## src/rtl/ovfl_pkg.sv

```systemverilog
package ovfl_pkg;
  typedef enum logic {
    IRQ_LEVEL = 1'b0,
    IRQ_EDGE  = 1'b1
  } irq_mode_e;
endpackage

```

## src/rtl/ovfl_sat.sv

```systemverilog
module ovfl_sat #(
  parameter int unsigned SW = 24
) (
  input  logic [SW:0]   in_i,
  output logic [SW-1:0] out_o,
  output logic          clip_o
);
  // top two bits disagree: value does not fit in SW bits
  assign clip_o = in_i[SW] ^ in_i[SW-1];
  assign out_o  = clip_o ? {in_i[SW], {(SW-1){~in_i[SW]}}} : in_i[SW-1:0];
endmodule

```

## src/rtl/ovfl_sticky.sv

```systemverilog
module ovfl_sticky #(
  parameter int unsigned NCH = 6
) (
  input  logic           clk_i,
  input  logic           rst_ni,
  input  logic           vld_i,
  input  logic [NCH-1:0] clip_i,
  input  logic           clr_i,
  output logic [NCH-1:0] status_o,
  output logic           rise_o
);
  logic [NCH-1:0] status_q, status_d, hit;

  assign hit = vld_i ? clip_i : '0;
  // new events win over the clear
  assign status_d = (clr_i ? '0 : status_q) | hit;
  assign rise_o   = |(status_d & ~status_q);

  always_ff @(posedge clk_i or negedge rst_ni) begin
    if (!rst_ni) status_q <= '0;
    else         status_q <= status_d;
  end

  assign status_o = status_q;

  for (genvar i = 0; i < NCH; i++) begin : g_chk
    a_r3_capture: assert property (@(posedge clk_i) disable iff (!rst_ni)
      (vld_i && clip_i[i]) |=> status_q[i]);
    a_r4_hold: assert property (@(posedge clk_i) disable iff (!rst_ni)
      (status_q[i] && !clr_i) |=> status_q[i]);
    a_r5_clear: assert property (@(posedge clk_i) disable iff (!rst_ni)
      (clr_i && !(vld_i && clip_i[i])) |=> !status_q[i]);
    a_r7_keep_on_clear: assert property (@(posedge clk_i) disable iff (!rst_ni)
      (clr_i && vld_i && clip_i[i]) |=> status_q[i]);
  end
endmodule

```

## src/rtl/ovfl_irq.sv

```systemverilog
module ovfl_irq
  import ovfl_pkg::*;
#(
  parameter int unsigned NCH = 6
) (
  input  logic           clk_i,
  input  logic           rst_ni,
  input  logic [NCH-1:0] status_i,
  input  logic           rise_i,
  input  irq_mode_e      mode_i,
  input  logic           mask_i,
  output logic           irq_o
);
  logic pulse_q, level;

  always_ff @(posedge clk_i or negedge rst_ni) begin
    if (!rst_ni) pulse_q <= 1'b0;
    else         pulse_q <= rise_i & ~mask_i;
  end

  assign level = (|status_i) & ~mask_i;
  assign irq_o = (mode_i == IRQ_EDGE) ? pulse_q : level;

  a_r10_level: assert property (@(posedge clk_i) disable iff (!rst_ni)
    (mode_i == IRQ_LEVEL && !mask_i && (|status_i)) |-> irq_o);
  a_r11_pulse_src: assert property (@(posedge clk_i) disable iff (!rst_ni)
    pulse_q |-> ((status_i & ~$past(status_i)) != '0));
  a_r12_mask_edge: assert property (@(posedge clk_i) disable iff (!rst_ni)
    mask_i |=> !pulse_q);
  a_r12_mask_level: assert property (@(posedge clk_i) disable iff (!rst_ni)
    (mask_i && mode_i == IRQ_LEVEL) |-> !irq_o);
endmodule

```

## src/rtl/ovfl_status_top.sv

```systemverilog
module ovfl_status_top
  import ovfl_pkg::*;
#(
  parameter int unsigned PAIRS    = 3,
  parameter int unsigned SW       = 24,
  parameter int unsigned STATUS_W = 8
) (
  input  logic                        clk_i,
  input  logic                        rst_ni,
  input  logic                        smp_vld_i,
  input  logic [2*PAIRS*(SW+1)-1:0]   smp_i,
  output logic [2*PAIRS*SW-1:0]       smp_o,
  input  logic                        rd_i,
  output logic [STATUS_W-1:0]         rd_data_o,
  input  logic                        edge_mode_i,
  input  logic                        irq_mask_i,
  output logic                        irq_o
);
  localparam int unsigned NCH = 2 * PAIRS;
  localparam int unsigned IW  = SW + 1;
  localparam logic [SW-1:0] FS_POS = {1'b0, {(SW-1){1'b1}}};
  localparam logic [SW-1:0] FS_NEG = {1'b1, {(SW-1){1'b0}}};

  logic [NCH-1:0] clip, status;
  logic           rise, clr;
  irq_mode_e      mode;

  assign mode = irq_mode_e'(edge_mode_i);
  assign clr  = rd_i & (mode == IRQ_EDGE);

  for (genvar k = 0; k < NCH; k++) begin : g_ch
    logic [SW-1:0] sat, smp_q;

    ovfl_sat #(.SW(SW)) u_sat (
      .in_i  (smp_i[k*IW +: IW]),
      .out_o (sat),
      .clip_o(clip[k])
    );

    always_ff @(posedge clk_i or negedge rst_ni) begin
      if (!rst_ni)        smp_q <= '0;
      else if (smp_vld_i) smp_q <= sat;
    end

    assign smp_o[k*SW +: SW] = smp_q;

    a_r1_r2_full_scale: assert property (@(posedge clk_i) disable iff (!rst_ni)
      (smp_vld_i && clip[k]) |=>
        (smp_q == ($past(smp_i[k*IW + SW]) ? FS_NEG : FS_POS)));
  end

  ovfl_sticky #(.NCH(NCH)) u_sticky (
    .clk_i   (clk_i),
    .rst_ni  (rst_ni),
    .vld_i   (smp_vld_i),
    .clip_i  (clip),
    .clr_i   (clr),
    .status_o(status),
    .rise_o  (rise)
  );

  ovfl_irq #(.NCH(NCH)) u_irq (
    .clk_i   (clk_i),
    .rst_ni  (rst_ni),
    .status_i(status),
    .rise_i  (rise),
    .mode_i  (mode),
    .mask_i  (irq_mask_i),
    .irq_o   (irq_o)
  );

  always_comb begin
    rd_data_o          = '0;
    rd_data_o[NCH-1:0] = status;
  end

  if (STATUS_W > NCH) begin : g_rsv
    a_r9_reserved: assert property (@(posedge clk_i) disable iff (!rst_ni)
      rd_data_o[STATUS_W-1:NCH] == '0);
  end

  a_r6_level_no_clear: assert property (@(posedge clk_i) disable iff (!rst_ni)
    (mode == IRQ_LEVEL) |=> ((status & $past(status)) == $past(status)));
endmodule

```

## config.mk

```make
export PLATFORM = sky130hd
export DESIGN_NAME = ovfl_status_top
export DESIGN_NICKNAME = d
export VERILOG_FILES = /design/src/rtl/ovfl_pkg.sv /design/src/rtl/ovfl_sat.sv /design/src/rtl/ovfl_sticky.sv /design/src/rtl/ovfl_irq.sv /design/src/rtl/ovfl_status_top.sv
export SDC_FILE = /design/constraint.sdc
export NUM_CORES = 1
export LEC_CHECK = 0
export ABC_AREA = 1
export BUFFER_PORTS_ARGS = -buffer_cell sky130_fd_sc_hd__buf_4
export CAP_MARGIN = 0
export CORE_MARGIN = 4
export CORE_UTILIZATION = 50
export CTS_BUF_LIST = sky130_fd_sc_hd__clkbuf_4 sky130_fd_sc_hd__clkbuf_8
export DETAILED_ROUTE_END_ITERATION = 6
export PLACE_DENSITY_LB_ADDON = 0.08
export SYNTH_ARGS = -nofsm -noshare
export SYNTH_HDL_FRONTEND = slang
export SYNTH_HIERARCHICAL = 1
export SYNTH_SLANG_ARGS = --single-unit
```

## constraint.sdc

```tcl
create_clock -name clk_i -period 1.1 [get_ports clk_i]
set_input_delay 0.22 -clock clk_i [delete_from_list [all_inputs] [get_ports clk_i]]
set_output_delay 0.22 -clock clk_i [all_outputs]
set_load 0.005 [all_outputs]
```

==> impl_metrics.yaml <==
clocking:
  cts_root_buf: "clkbuf_8"
  cts_tree: "done"
  worstSkewPairLatency_ns: 0.44
  clockBufferDepth: 2
  cts_num_sinks: 151
  clkSlewWorstSetupHoldPaths_ns: 0.08
  htreeDepth: 4
  cts_made_buffers: 17
worst_setup_path:
  cp_slowest_stage_delay_ns: 0.39
  crit_fanout: 2
  reg2regPathDepth: 7
  cp.arrival_ns: 1.30
  cp.buffers_inverters: 1
  r2r_slack_ns: 0.07
  end_kind: "output port"
  worst_path_max_delay_cell: "dfrtp_1"
  path_depth: 5
  worstSetupStartpointType: "flip-flop"
  cp_top_family: "flip-flops"
  worstSetupPathType: "flip-flop to output port"
  worst_path_most_repeated_cell: "nand2_1"
  worst_ep_required_time_ns: 0.88
  crit_chain: "nor2_1 > nand3_1 > nand2_1 > nand2_1 > buf_6"
synth:
  mappedNetlistArea_um2: 7590
  async_flop_share_pct: 100
  synth_commonest_cells: "nand2_1 (582), dfrtp_1 (151), o21ai_0 (102), o21ai_1 (42), buf_2 (34)"
  synthTopCellsByArea: "dfrtp_1 (50%), nand2_1 (29%), o21ai_0 (6.7%)"
  seq_area_frac_synth_pct: 49.8
  synth_warnings: 6
  synth_cells: 1008
  yosys.area.top_type_share_pct: 49.8
  synth_cell_types: 16
  synth_enable_flop_cells: 0
  ys_seq_elements: 151
  synth_area_per_cell_um2: 7.53
  synth_ff_type: "dfrtp_1"
  yosysTopAreaCell: "dfrtp_1"
  yosysMostFrequentCell: "nand2_1"
hold_path:
  min_delay_path_depth: 5
  hold_path.class: "input pin to flip-flop"
pwr:
  p_leak_nw: 6.54
  max-vdd-ir-drop_mv: 0.778
  power_density_nw_per_um2: 1410
sta:
  hold_viol: 0
  slew_violations: 0
  min_period_ns: 1.52
  fin_crit_sh_pct: 138
  setup_ws_ns: -0.416
  skew_ns: 0.00482
  rsz0062_at_grt: "true"
  setup-violations-final: 151
  max_clock_freq_mhz: 659
status:
  outcome: "complete, but fails checks"
  violations: "setup timing"
grt:
  grt_first_pass_wirelength_um: 37700
  grt_pass1_vias: 7397
  antenna_found_initial: 0
  overflow: 0
  track_usage_pct: 26.8
  grt_max_degree: 45
final_layout:
  finalCoreUtilization_pct: 81.2
  syn_to_final_growth_pct: 57.3
  fillers: 1001
  seq_area_um2: 3780
  multi_input_area_um2: 3260
  antenna_cells: 0
  nets: 1562
  drive_gt1_share_pct: 35.8
floorplanning:
  die_x_um: 131
  num_rows: 44
  coreArea_um2: 14700
  io-pin-count: 309
  die_area_um2: 17200
  fp.dieH_um: 131
  initial_core_util_pct: 51.6
drt:
  drt-initial-drc-count: 550
  route.detailed.drc: 0
  drt-wirelength-per-cell_um: 15.2
  drtPass1Iterations: 6
  vias_per_cell: 4.96
  drtAntennaViolNets: 0
  drt_wl_total_um: 24100
  vias: 7884
place:
  port_buffers: 306
  gp_congestion: 0.868
  dp_hpwl_um: 16300
  post-place-ws_ns: -0.224
run:
  drv_cap: 0
-- path summary, 6_finish.rpt --
path,from,end
worst max-delay path,u_sticky/status_o[4]$_DFF_PN0_,irq_o
worst min-delay path,smp_i[83],g_ch[3].smp_q[8]$_DFFE_PN0P_
max in group asynchronous,rst_ni,g_ch[1].smp_q[17]$_DFFE_PN0P_
min in group asynchronous,rst_ni,g_ch[0].smp_q[10]$_DFFE_PN0P_
worst min register to register,g_ch[0].smp_q[3]$_DFFE_PN0P_,g_ch[0].smp_q[3]$_DFFE_PN0P_
worst max register to register,u_sticky/status_o[0]$_DFF_PN0_,u_irq/pulse_q$_DFF_PN0_
-- per-layer routing --
metal	vias up	wire length [um]	global-route usage [%]	part of all wire, %
li1	3889	-	-	-
met1	3634	9380	32.9	39
met2	317	11900	44.4	49
met3	44	2150	8.45	8.9
met4	0	763	10.8	3.2
met5	-	0	0	0
-- state kept, by name, indices dropped and copies added (netlist names) --
name	count
g_ch.smp_q	144
u_irq/pulse_q	1
u_sticky/status_o	6
-- where the power goes --
part	internal, mW	total (mW)	switching, mW
Sequential	6.27	6.82	0.549
Combinational	2.96	5.07	2.11
Clock	2.94	4.98	2.03
-- timing repair --
item,in CTS,in global routing
hold buffers,2,0
gates cloned,0,0
setup endpoints to repair,151,152
gates resized for setup,146,7
endpoints found under the hold margin,152,0
pin swaps,4,1
setup buffers,43,41
-- through the flow --
| stage | area [um^2] | hold WS [ns] | cells | power [mW] | TNS [ns] |
|---|---|---|---|---|---|
| after CTS | 11600 | 0.0553 | 1551 | 16.6 | -17.45 |
| after global routing | 11900 | 0.0624 | 1590 | 17.7 | -21.06 |
| final | 11900 | 0.0790 | 1590 | 16.9 | -13.83 |
| after floorplan | 7700 | -0.0756 | 1009 | 8.54 | -0.0646 |
| after global placement | 10300 | 0.106 | 1475 | 10.7 | -8.19 |
| after detailed placement | 10300 | 0.105 | 1475 | 10.8 | -11.13 |
-- worst reg2reg max path: stages, from the launching register on --
cell	delay (ns)
dfrtp_1	0.40
buf_4	0.14
buf_6	0.11
nor2_1	0.11
nor2_1	0.05
nand2_1	0.05
inv_1	0.03
nor2_1	0.08
-- cell type report --
class / instances / share of cell area [%]
Tap cell: 184 / 1.93
Inverter: 21 / 0.828
Timing Repair Buffer: 442 / 34.3
Multi-Input combinational cell: 761 / 27.3
Sequential cell: 151 / 31.7
Clock buffer: 22 / 2.49
Clock inverter: 9 / 1.43
-- logic make-up (layout without fill, tap and decap cells) --
| group | Yosys count | after routing | share of synthesized area (%) |
|---|---|---|---|
| flops | 151 | 151 | 49.8 |
| other cells | 1 | 2 | 0.0494 |
| compound gates | 144 | 144 | 9.50 |
| fa+ha+maj | 12 | 12 | 1.98 |
| buf+inv | 97 | 494 | 8.51 |
| simple gates | 603 | 603 | 30.2 |
-- cells in the final DEF (no fill, tap or decap), types with 4 or more instances in the layout --
cell / n
buf_12: 16
buf_4: 272
buf_6: 152
bufinv_16: 5
clkbuf_8: 21
clkinv_2: 4
dfrtp_1: 151
ha_1: 6
ha_4: 6
inv_1: 7
inv_2: 9
nand2_1: 582
nand3_2: 4
nor2_1: 8
o21ai_0: 102
o21ai_1: 42
or2_2: 6
(Power assumes the default switching activity.)
